===== config.mk =====
export PLATFORM = sky130hd
export DESIGN_NAME = rxcfg_serial_slave
export DESIGN_NICKNAME = d
export VERILOG_FILES = /design/src/rtl/rxcfg_pkg.sv /design/src/rtl/rxcfg_pin_sync.sv /design/src/rtl/rxcfg_deframer.sv /design/src/rtl/rxcfg_regbank.sv /design/src/rtl/rxcfg_serial_slave.sv
export SDC_FILE = /design/constraint.sdc
export NUM_CORES = 1
export LEC_CHECK = 0
export ABC_AREA = 1
export BUFFER_PORTS_ARGS = -buffer_cell sky130_fd_sc_hd__buf_2
export CAP_MARGIN = 20
export CORE_MARGIN = 10
export CORE_UTILIZATION = 37
export DETAILED_ROUTE_END_ITERATION = 8
export HOLD_SLACK_MARGIN = 0.06
export PLACE_DENSITY_LB_ADDON = 0.15
export REMOVE_ABC_BUFFERS = 1
export SLEW_MARGIN = 20
export SYNTH_ARGS = -nofsm -noshare
export SYNTH_HDL_FRONTEND = slang
export SYNTH_SLANG_ARGS = --single-unit

===== constraint.sdc =====
create_clock -name clk -period 2.5 [get_ports clk]
set_clock_uncertainty 0.1 [all_clocks]
set_input_delay 0.125 -clock clk [delete_from_list [all_inputs] [get_ports clk]]
set_output_delay 0.125 -clock clk [all_outputs]
set_load 0.02 [all_outputs]

===== src/rtl/rxcfg_pkg.sv =====
package rxcfg_pkg;
  localparam int ADDR_BITS   = 6;
  localparam int N_NARROW    = 5;
  localparam int NARROW_BITS = 12;
  localparam int WIDE_BITS   = 18;

  localparam logic [ADDR_BITS-1:0] BASE_ADDR  = 6'b100000;
  localparam logic [ADDR_BITS-1:0] RESET_ADDR = 6'b011111;

  // field positions that set the defaults
  localparam int CLKBYP_POS = 6;
  localparam int TXSEL_POS  = 2;
  localparam int DCEN_POS   = 10;
  localparam int TMR1_POS   = 2;
  localparam int GCAL_POS   = 0;
  localparam int LNAI_POS   = 3;
  localparam int MIXI_POS   = 5;
  localparam int LSEL_POS   = 15;
  localparam int CGAIN_POS  = 12;
  localparam int SG_A_POS   = 5;
  localparam int SG_B_POS   = 4;

  function automatic logic [11:0] narrow_default(input int idx);
    case (idx)
      0:       return (12'd1 << CLKBYP_POS) | (12'd1 << TXSEL_POS);
      1:       return 12'd1 << DCEN_POS;
      2:       return 12'h020 << TMR1_POS;
      3:       return 12'h124;
      4:       return (12'd3 << GCAL_POS) | (12'd2 << LNAI_POS) | (12'd2 << MIXI_POS);
      default: return 12'h000;
    endcase
  endfunction

  function automatic logic [17:0] wide_default();
    return (18'd5 << LSEL_POS) | (18'd3 << CGAIN_POS) |
           (18'd1 << SG_A_POS) | (18'd1 << SG_B_POS);
  endfunction
endpackage


===== src/rtl/rxcfg_pin_sync.sv =====
module rxcfg_pin_sync #(
  parameter int STAGES = 2
) (
  input  logic clk,
  input  logic rst,
  input  logic sel_n,
  input  logic ser_clk,
  input  logic ser_dat,
  output logic bit_stb,
  output logic bit_val,
  output logic frm_start,
  output logic frm_end
);
  logic [STAGES-1:0] sel_sr, sck_sr, dat_sr;
  logic sel_d, sck_d;

  always_ff @(posedge clk) begin
    if (rst) begin
      sel_sr <= '1;
      sck_sr <= '0;
      dat_sr <= '0;
      sel_d  <= 1'b1;
      sck_d  <= 1'b0;
    end else begin
      sel_sr <= {sel_sr[STAGES-2:0], sel_n};
      sck_sr <= {sck_sr[STAGES-2:0], ser_clk};
      dat_sr <= {dat_sr[STAGES-2:0], ser_dat};
      sel_d  <= sel_sr[STAGES-1];
      sck_d  <= sck_sr[STAGES-1];
    end
  end

  assign bit_stb   = !sel_sr[STAGES-1] && sck_sr[STAGES-1] && !sck_d;
  assign bit_val   = dat_sr[STAGES-1];
  assign frm_start = !sel_sr[STAGES-1] && sel_d;
  assign frm_end   = sel_sr[STAGES-1] && !sel_d;
endmodule


===== src/rtl/rxcfg_deframer.sv =====
module rxcfg_deframer #(
  parameter int ADDR_W = 6,
  parameter int DATA_W = 18,
  parameter int CNT_W  = 7
) (
  input  logic              clk,
  input  logic              rst,
  input  logic              bit_stb,
  input  logic              bit_val,
  input  logic              frm_start,
  input  logic              frm_end,
  output logic              commit,
  output logic [ADDR_W-1:0] addr,
  output logic [DATA_W-1:0] data,
  output logic [CNT_W-1:0]  nbits
);
  localparam logic [CNT_W-1:0] ADDR_N = CNT_W'(ADDR_W);
  localparam logic [CNT_W-1:0] CNT_MAX = '1;

  always_ff @(posedge clk) begin
    if (rst) begin
      commit <= 1'b0;
      addr   <= '0;
      data   <= '0;
      nbits  <= '0;
    end else begin
      commit <= frm_end;
      if (frm_start) begin
        nbits <= '0;
      end else if (bit_stb) begin
        if (nbits != CNT_MAX) nbits <= nbits + 1'b1;
        if (nbits < ADDR_N) addr <= {addr[ADDR_W-2:0], bit_val};
        data <= {data[DATA_W-2:0], bit_val};
      end
    end
  end
endmodule


===== src/rtl/rxcfg_regbank.sv =====
module rxcfg_regbank
  import rxcfg_pkg::*;
#(
  parameter int ADDR_W   = 6,
  parameter int NUM_N    = 5,
  parameter int NARROW_W = 12,
  parameter int WIDE_W   = 18,
  parameter int CNT_W    = 7
) (
  input  logic                      clk,
  input  logic                      rst,
  input  logic                      commit,
  input  logic [ADDR_W-1:0]         addr,
  input  logic [WIDE_W-1:0]         data,
  input  logic [CNT_W-1:0]          nbits,
  output logic [NUM_N*NARROW_W-1:0] narrow_q,
  output logic [WIDE_W-1:0]         wide_q,
  output logic [NUM_N:0]            wr_stb
);
  localparam logic [CNT_W-1:0] NEED_N = CNT_W'(ADDR_W + NARROW_W);
  localparam logic [CNT_W-1:0] NEED_W = CNT_W'(ADDR_W + WIDE_W);
  localparam logic [CNT_W-1:0] NEED_R = CNT_W'(ADDR_W);
  localparam logic [ADDR_W-1:0] WIDE_ADDR = ADDR_W'(BASE_ADDR) + ADDR_W'(NUM_N);

  logic hit_rst, hit_wide;
  logic [NUM_N-1:0] hit_n;

  assign hit_rst  = commit && (addr == ADDR_W'(RESET_ADDR)) && (nbits >= NEED_R);
  assign hit_wide = commit && (addr == WIDE_ADDR) && (nbits >= NEED_W);

  for (genvar k = 0; k < NUM_N; k++) begin : g_narrow
    localparam logic [ADDR_W-1:0] MY_ADDR = ADDR_W'(BASE_ADDR) + ADDR_W'(k);
    localparam logic [NARROW_W-1:0] DFLT = NARROW_W'(narrow_default(k));
    assign hit_n[k] = commit && (addr == MY_ADDR) && (nbits >= NEED_N);

    always_ff @(posedge clk) begin
      if (rst || hit_rst) begin
        narrow_q[k*NARROW_W +: NARROW_W] <= DFLT;
      end else if (hit_n[k]) begin
        narrow_q[k*NARROW_W +: NARROW_W] <= data[NARROW_W-1:0];
      end
      wr_stb[k] <= !rst && (hit_n[k] || hit_rst);
    end
  end

  always_ff @(posedge clk) begin
    if (rst || hit_rst) begin
      wide_q <= WIDE_W'(wide_default());
    end else if (hit_wide) begin
      wide_q <= data;
    end
    wr_stb[NUM_N] <= !rst && (hit_wide || hit_rst);
  end
endmodule


===== src/rtl/rxcfg_serial_slave.sv =====
module rxcfg_serial_slave
  import rxcfg_pkg::*;
#(
  parameter int ADDR_W      = ADDR_BITS,
  parameter int NUM_N       = N_NARROW,
  parameter int NARROW_W    = NARROW_BITS,
  parameter int WIDE_W      = WIDE_BITS,
  parameter int SYNC_STAGES = 2,
  parameter int CNT_W       = 7
) (
  input  logic                      clk,
  input  logic                      rst,
  input  logic                      sel_n,
  input  logic                      ser_clk,
  input  logic                      ser_dat,
  output logic [NUM_N*NARROW_W-1:0] cfg_narrow,
  output logic [WIDE_W-1:0]         cfg_wide,
  output logic [NUM_N:0]            cfg_wr
);
  logic bit_stb, bit_val, frm_start, frm_end;
  logic commit;
  logic [ADDR_W-1:0] fr_addr;
  logic [WIDE_W-1:0] fr_data;
  logic [CNT_W-1:0]  fr_cnt;

  rxcfg_pin_sync #(.STAGES(SYNC_STAGES)) sync_i (
    .clk(clk), .rst(rst), .sel_n(sel_n), .ser_clk(ser_clk), .ser_dat(ser_dat),
    .bit_stb(bit_stb), .bit_val(bit_val), .frm_start(frm_start), .frm_end(frm_end)
  );

  rxcfg_deframer #(.ADDR_W(ADDR_W), .DATA_W(WIDE_W), .CNT_W(CNT_W)) deframe_i (
    .clk(clk), .rst(rst), .bit_stb(bit_stb), .bit_val(bit_val),
    .frm_start(frm_start), .frm_end(frm_end),
    .commit(commit), .addr(fr_addr), .data(fr_data), .nbits(fr_cnt)
  );

  rxcfg_regbank #(.ADDR_W(ADDR_W), .NUM_N(NUM_N), .NARROW_W(NARROW_W),
                  .WIDE_W(WIDE_W), .CNT_W(CNT_W)) bank_i (
    .clk(clk), .rst(rst), .commit(commit), .addr(fr_addr), .data(fr_data),
    .nbits(fr_cnt), .narrow_q(cfg_narrow), .wide_q(cfg_wide), .wr_stb(cfg_wr)
  );
endmodule


# Word level (Yosys, flattened, before mapping)
# Index checks and enable logic that the tools add are counted.
[op_classes]
n_bitwise = 1
n_eq_ne = 8
n_mux = 0
magnitude_cmp = 4
n_mul = 0
shifts = 0
div_mod_pow = 0
reduce_logical = 39
n_addsub = 1
[op_table]
columns = ["operator", "n"]
rows = [
  ["$eq 6x6->1 const B", 6],
  ["$logic_and 1x1->1", 24],
  ["$ge 7x5->1 const B", 2],
  ["$add 7x1->7 const B", 1],
  ["$ge 7x3->1 const B", 1],
  ["$logic_or 1x1->1", 7],
  ["$lt 7x3->1 const B", 1],
  ["$ne 7x7->1 const B", 1],
  ["$eq 6x5->1 const B", 1],
  ["$logic_not 1->1", 4],
  ["$reduce_and 2->1", 2],
  ["$reduce_and 3->1", 1],
  ["$reduce_or 2->1", 1],
  ["$not 1->1", 1],
]
[word_totals]
latchBits = 0
register_bits = 124
romBits = 0
inputBits = 5
mem_bits_rw = 0
output_inout_bits = 84
word_cells = 74
memories = 0

# Logic depth before layout (Yosys ltp)
# Gate-level depths: netlist of the first run.
[logic_depth]
word_depth = 5
mapped_depth = 9

# Modules after synthesis
# Synthesis of the first run repeated with hierarchy kept, for this count alone.
[hier_totals]
cells_unflattened = 637
area_unflattened_um2 = 4914.7
[by_module_without_submodules]
columns = ["mod", "instances", "cells_per_inst", "area_per_inst_um2", "seq_area_each_um2"]
rows = [
  ["rxcfg_regbank", 1, 426, 3350.7, 1681.6],
  ["rxcfg_deframer", 1, 184, 1325.0, 640.6],
  ["rxcfg_pin_sync", 1, 27, 239.0, 160.2],
]

# Least setup slack after synthesis of the first run
# Ideal clock, no wire load.
[synth_path]
kind = "reg-to-reg"
from = "register deframe_i.nbits[0]"
to = "register deframe_i.nbits[3]"
synth_period_minus_slack_ns = 1.418
path_slack_ns = 1.082
path_stages_with_launch = 9
arrival_time_ns = 1.182
required_ns = 2.264
path_cell_list = "dfxtp_1 -> ha_1 -> inv_1 -> nor2_1 -> nand2_1 -> nand2_1 -> inv_1 -> nand2_1 -> a21oi_1"
[synth_between]
elab_chain_cells = 2
word_cells_on_any_way = 3
classes_between = "add/sub (1); eq/ne (1); reduce/logical (1)"
[synth_lines]
columns = ["item", "line_no", "text"]
rows = [
  ["start: declaration", "rxcfg_deframer.sv:15", "output logic [CNT_W-1:0] nbits"],
  ["start signal: assignment", "rxcfg_deframer.sv:31", "if (nbits != CNT_MAX) nbits <= nbits + 1'b1;"],
  ["branches (longest 2 deep; another with $add 7x1->7)", "n/a", ""],
]
# Parallel ways; which one is timed is not known.
# A chain may end at the register's enable or synchronous reset.

# Final worst setup path of the first run
[layout_path]
from = "register deframe_i.nbits[3]"
to = "register bank_i.narrow_q[30]"
[layout_between]
elab_chain_cells = 3
word_cells_on_any_way = 5
classes_between = "order compare (2); reduce/logical (3)"
[layout_lines]
columns = ["item", "line_no", "text"]
rows = [
  ["$ge 7x3->1", "rxcfg_regbank.sv:28", "assign hit_rst = commit && (addr == ADDR_W'(RESET_ADDR)) && (nbits >= NEED_R);"],
  ["$logic_and 1x1->1", "rxcfg_regbank.sv:28", ""],
  ["$logic_or 1x1->1", "rxcfg_regbank.sv:37", "if (rst || hit_rst) begin"],
  ["end signal: indexed assignment", "rxcfg_regbank.sv:40", "narrow_q[k*NARROW_W +: NARROW_W] <= data[NARROW_W-1:0];"],
  ["end: declaration", "rxcfg_regbank.sv:16", "output logic [NUM_N*NARROW_W-1:0] narrow_q,"],
]
# Several ways; a longest one is shown, not always the timed one.

==> results by group, run 1 <==
STA
  • Setup-failing EPs final: 0
  • Final hold violations: 0
  • Fin. max-slew vios: 0
  • Min cycle time layout: 2050 ps
  • F_max: 487 MHz
  • Period utilization: 82.1%
  • RSZ-0062 raised after global routing: false
  • PnR worst setup slack: 447 ps
  • TNS Setup: 0 ps
  • Relative slew slack: 57.0%
  • Slew @ Worst Pin: 642 ps

Floorplanning
  • Cell Rows: 42
  • Top-Level Pins: 89
  • Die width: 135 um
  • Die area: 18300 um2
  • Core area: 13100 um2
  • Die Y: 135 um
  • Starting density of the core: 37.4%

Yosys
  • Syn avg cell area: 7.55 um2
  • Mapped Cells: 651
  • Ys Warns: 0
  • Ys async rst share: 0%
  • Syn Std Cell Area: 4910 um2
  • #FFs+latches synth: 124
  • Seq/Total Area, Yosys: 50.5%
  • EDFF count, synth: 0
  • Main synth FF type: dfxtp_1
  • Distinct cell type count of the synthesized netlist: 24

Drt
  • Total Routed Length: 13.5 mm
  • Routed len/inst: 14.6 um
  • Drt first-iter violations: 261
  • Detailed Routing Iterations Pass 1: 4
  • Detail Route Antenna Nets: 0
  • Vias per cell: 4.84
  • Remaining DRCs: 0
  • Vias after detailed routing: 4469

Place
  • DP HPWL: 9.52 mm
  • Placed cell areas: 5430 um2
  • Cells after DPL: 888
  • Pre-CTS worst setup slack: 460 ps
  • GPL Wtd Cong: 0.800
  • Port buffer count: 88

Clocking
  • Post-CTS Hold Fix Bufs: 6
  • TritonCTS buffer count: 17
  • Max clock buf depth: 2
  • Clock latency on the worst-skew pair: 420 ps
  • TritonCTS clock tree: yes
  • Worst-path clk slew: 50 ps
  • Cts repair resizes: 0
  • Clk sinks: 124
  • CTS root buffer: clkbuf_16
  • # Post-CTS Setup Buffers: 0
  • H-Tree Level Count: 4

Finish
  • Finished Layout Cells: 924
  • Final net count: 744
  • Post-route cell area: 6060 um2
  • Fillers: 1363
  • Area delta synth->final: 23.3%
  • Ant. Diodes: 0
  • Layout cell share with drive strength beyond 1: 19.1%

Critical path
  • CP Data Arrival Time: 2300 ps
  • Worst-path fanout max: 38
  • Critical Path End Type: flop
  • Setup crit start: deframe_i.nbits[3]
  • WP data required: 2750 ps
  • Reg-to-reg startpoint: deframe_i.nbits[3]
  • Setup CP Type: reg2reg
  • CP Launch Type: flop

Global route
  • Antenna violations before repair: 0
  • Total gr overflow: 0
  • Vias in the first global route: 4177
  • Global Route Usage Sum: 14.9%
  • Global-route wire length before repair: 21.7 mm
  • Largest net degree at the start of global routing: 39

Outcome
  • Status: completed

Hold path
  • Min-Delay Startpoint: sync_i.sck_sr[0]
  • Hold crit path type: reg2reg

Pwr
  • Max IR drop VDD: 337 uV
  • Leakage: 2.66 nW
  • PD cells: 731 nW/um2

Run
  • Total of max-cap violations: 0
==> critical path: stages (launching register included) <==
cell and delay (ps):
dfxtp_1 440, nand2_1 110, nand2_1 90, inv_2 70, nand2_4 330, nand3_1 500
nand2_1 180, inv_1 50, nor2_1 100
==> where the power goes <==
group | total [mW] | internal [mW] | switching (mW)
Sequential | 1.99 | 1.98 | 0.00290
Combinational | 0.0739 | 0.0248 | 0.0492
Clock | 2.37 | 1.53 | 0.841
Total | 4.43 | 3.54 | 0.893
==> final timing paths <==
path / endpoint / slack (ps) / cells after the start
min reg2reg: sync_i.sck_sr[1] / 300 / 2
max reg2reg: bank_i.narrow_q[30] / 450 / 8
min: sync_i.sck_sr[1] / 300 / 2
max: bank_i.narrow_q[30] / 450 / 8
==> final cells by class <==
type                    count  area (um2)  area share [%]
repair buffers            103         581            9.58
well taps                 176         220            3.63
clock inverters             7        90.1            1.49
clock buffers              23         478            7.89
multi-input cells         428        1970            32.5
flip-flops and latches    124        2480            41.0
inverters                  63         236            3.90
==> routing by layer <==
metal / up-vias / GRT usage (%) / wire, um
li1: 2262 / - / -
met1: 2090 / 18.0 / 5870
met2: 89 / 24.2 / 6620
met3: 28 / 3.93 / 719
met4: 0 / 6.94 / 301
met5: - / 0 / 0
==> flip-flops by register name, summed over array words and instances, names as in the netlist, 2 cells and up <==
name,cells
bank_i.narrow_q,60
bank_i.wide_q,18
deframe_i.data,18
deframe_i.nbits,7
bank_i.wr_stb,6
deframe_i.addr,6
sync_i.dat_sr,2
sync_i.sck_sr,2
sync_i.sel_sr,2
==> synth_stat cells (3+ instances only) <==
cell type	n	area (um2)
a21oi_1	59	295
o21ai_0	23	115
nor2_2	5	31.3
inv_2	5	18.8
dfxtp_1	124	2480
nand2_1	138	518
buf_2	14	70.1
buf_1	3	11.3
nor2_4	3	33.8
nand3_1	65	325
nor2_1	90	338
xor2_1	3	26.3
buf_4	7	52.6
buf_6	6	67.6
clkbuf_1	6	22.5
nand4_1	30	188
inv_1	58	218
==> metrics by stage <==
stage / hold slack, ps / util [%] / power [mW]
3_3_place_gp: 209 / 41.3 / 2.10
3_5_place_dp: 210 / 41.3 / 2.10
5_1_grt: 314 / 46.1 / 4.58
6_report: 303 / 46.1 / 4.43
4_1_cts: 304 / 46.1 / 4.47
2_1_floorplan: 94.1 / - / 2.07
==> kinds of logic (layout without fill, tap and decap cells) <==
family	Yosys count	in the layout	share of synthesized area [%]
fa+ha+maj	2	2	0.509
flops	124	124	50.5
compound gates	84	84	8.55
simple gates	339	339	30.5
xor+xnor	3	3	0.535
buf+inv	99	196	9.37
==> cells in the final DEF, fill, tap and decap left out, types with 3 or more instances in the layout <==
cell type	n
buf_2	88
clkbuf_8	3
dlygate4sd3_1	6
dfxtp_1	124
xor2_1	3
inv_1	58
nor2_2	5
clkbuf_1	3
nor2_1	90
nor2_4	3
a21oi_1	59
nand2_1	138
o21ai_0	23
nand4_1	30
buf_4	8
inv_2	5
clkinv_2	3
nand3_1	65
clkbuf_16	17
Note: power is estimated with default switching activity, not from simulation.
==> inputs of run 2 (changes only) <==
clock period = 1.9 ns   (was 2.5 ns; I/O delays follow)
==> results by group, run 2 (synthesized netlist as in run 1, its figures left out) <==
Outcome
  • Status: completed (unchanged)

Critical path
  • Flop-to-flop setup slack: 210 ps (was 450 ps)
  • Worst-path fanout max: 7 (was 38)
  • CP Launch Type: flop (unchanged)
  • Worst path depth: 8 (unchanged)
  • Setup CP Type: reg2reg (unchanged)
  • CP Cell Sequence: ha_1, inv_1, nor2_1, nand2_1, nand2_1, inv_1, nand2_1, a21oi_1 (was nand2_1, nand2_1, inv_2, nand2_4, nand3_1, nand2_1, inv_1, nor2_1)
  • CP delay by family, top: simple AND/OR/NAND/NOR gates (unchanged)
  • Critical Path End Type: flop (unchanged)
  • Worst path max stage delay: 410 ps (was 500 ps)
  • CP Buf/Inv Count: 2 (unchanged)
  • WP data required: 2070 ps (was 2750 ps)
  • R2R depth: 8 (unchanged)
  • CP Data Arrival Time: 1860 ps (was 2300 ps)
  • Most Frequent Cell on Critical Path: nand2_1 (unchanged)
  • Slowest CP cell: dfxtp_1 (was nand3_1)
  • Critical R2R Capture: deframe_i.nbits[5] (was bank_i.narrow_q[30])
  • Reg-to-reg startpoint: deframe_i.nbits[0] (was deframe_i.nbits[3])

STA
  • Min cycle time layout: 1690 ps (was 2050 ps)
  • F_max: 592 MHz (was 487 MHz)
  • RSZ-0062 raised after global routing: false (unchanged)
  • WHS: 303 ps (about the same)
  • Final hold violations: 0 (unchanged)
  • Period utilization: 88.8% (was 82.1%)
  • Fin. max-slew vios: 0 (unchanged)
  • Slew @ Worst Pin: 606 ps (was 642 ps)
  • Relative slew slack: 59.5% (was 57.0%)
  • Setup-failing EPs final: 0 (unchanged)

Finish
  • Final net count: 752 (was 744)
  • Area delta synth->final: 25.4% (was 23.3%)
  • Largest registers: bank_i.narrow_q: 60 flops, bank_i.wide_q: 18 flops, deframe_i.data: 18 flops (unchanged)
  • Multi-input gate area: 1970 um2 (unchanged)
  • Most frequent cells in the layout: nand2_1, dfxtp_1, nor2_1, buf_2, nand3_1 (unchanged)
  • Reg with most FFs: bank_i.narrow_q (unchanged)
  • Commonest non-fill, non-tap cell in the layout: nand2_1 (unchanged)
  • Fillers: 1344 (was 1363)
  • FF/Latch Area: 2480 um2 (unchanged)
  • Ant. Diodes: 0 (unchanged)
  • Post-layout util: 46.9% (was 46.1%)
  • Number of flip-flops in the largest register: 60 (unchanged)
  • Layout cell share with drive strength beyond 1: 19.9% (was 19.1%)
  • Finished Layout Cells: 934 (was 924)

Pwr
  • Clock share of power: 54.2% (was 53.5%)
  • Leakage: 2.72 nW (was 2.66 nW)
  • Comb pwr share: 1.8% (was 1.7%)
  • PD cells: 964 nW/um2 (was 731 nW/um2)
  • Tot Pwr: 5.94 mW (was 4.43 mW)
  • Psw: 1.19 mW (was 0.893 mW)
  • Flop pwr share: 44.0% (was 44.9%)
  • Max IR drop VDD: 537 uV (was 337 uV)
  • Switching share of total power: 20.1% (was 20.2%)
  • Pint: 4.75 mW (was 3.54 mW)

Global route
  • Global Route Usage Sum: 14.9% (about the same)
  • Vias in the first global route: 4254 (was 4177)
  • Global-route wire length before repair: 21.7 mm (about the same)
  • Largest net degree at the start of global routing: 39 (unchanged)
  • Total gr overflow: 0 (unchanged)
  • Antenna violations before repair: 0 (unchanged)

Clocking
  • H-Tree Level Count: 4 (unchanged)
  • Clk sinks: 124 (unchanged)
  • Clock latency on the worst-skew pair: 410 ps (was 420 ps)
  • TritonCTS clock tree: yes (unchanged)
  • Worst-path clk slew: 60 ps (was 50 ps)
  • TritonCTS buffer count: 17 (unchanged)
  • Max clock buf depth: 2 (unchanged)
  • CTS root buffer: clkbuf_16 (unchanged)

Floorplanning
  • Die Y: 135 um (unchanged)
  • Die area: 18300 um2 (unchanged)
  • Cell Rows: 42 (unchanged)
  • Die width: 135 um (unchanged)
  • Top-Level Pins: 89 (unchanged)
  • Core area: 13100 um2 (unchanged)
  • Starting density of the core: 37.4% (unchanged)

Place
  • Cells after DPL: 895 (was 888)
  • DP HPWL: 9.37 mm (was 9.52 mm)
  • GPL Wtd Cong: 0.792 (was 0.800)
  • Port buffer count: 88 (unchanged)

Drt
  • Drt first-iter violations: 296 (was 261)
  • Routed len/inst: 14.2 um (was 14.6 um)
  • Total Routed Length: 13.3 mm (was 13.5 mm)
  • Detailed Routing Iterations Pass 1: 4 (unchanged)
  • Vias after detailed routing: 4464 (was 4469)
  • Remaining DRCs: 0 (unchanged)
  • Vias per cell: 4.78 (was 4.84)
  • Detail Route Antenna Nets: 0 (unchanged)

Hold path
  • Hold Path Depth: 1 (was 2)
  • Hold crit path type: reg2reg (unchanged)
  • Hold Path Sink: sync_i.sel_sr[1] (was sync_i.sck_sr[1])
  • Min-Delay Startpoint: sync_i.sel_sr[0] (was sync_i.sck_sr[0])

Run
  • Total of max-cap violations: 0 (unchanged)
-- run 2: cell type report --
| type | instances | share of cell area (%) |
|---|---|---|
| inverters | 63 | 3.84 |
| clock inverters | 10 | 2.29 |
| well taps | 176 | 3.57 |
| flip-flops and latches | 124 | 40.3 |
| multi-input cells | 428 | 32.0 |
| repair buffers | 111 | 10.6 |
| clock buffers | 22 | 7.37 |
-- run 2: stage by stage --
step | setup WS, ps | cell area [um2] | TNS, ps
global placement | 252 | 5500 | 0
detailed placement | 236 | 5500 | 0
floorplan | -130 | 4690 | -1960
CTS | 199 | 6160 | 0
global route | 38.1 | 6160 | 0
finish | 212 | 6160 | 0
-- run 2: timing repair --
action / CTS / global route
endpoints found under the hold margin: 18 / 0
hold buffers: 7 / 0
setup buffers: 0 / 0
gates resized for setup: 0 / 0
-- run 2: worst max path at each step --
| stage | end | startpoint |
|---|---|---|
| floorplan | deframe_i.addr[4] | sync_i.sck_sr[1] |
| global placement | deframe_i.nbits[4] | deframe_i.nbits[0] |
| detailed placement | deframe_i.nbits[5] | deframe_i.nbits[0] |
| CTS | deframe_i.nbits[5] | deframe_i.nbits[0] |
| global route | deframe_i.nbits[4] | deframe_i.nbits[0] |
| finish | deframe_i.nbits[5] | deframe_i.nbits[0] |
-- run 2: routing by layer --
metal	up-vias	global-route usage (%)	routed length (um)
li1	2284	-	-
met1	2041	17.9	5680
met2	123	24.0	6460
met3	16	5.34	892
met4	0	5.20	225
met5	-	0	0
-- run 2: power groups by stage --
stage / sequential [mW] / combinational (mW) / clock [mW]
after global routing: 2.61 / 0.117 / 3.44
after detailed placement: 2.67 / 0.0950 / 0
after global placement: 2.67 / 0.0942 / 0
final: 2.61 / 0.105 / 3.22
after floorplan: 2.67 / 0.0512 / 0
after CTS: 2.61 / 0.106 / 3.29
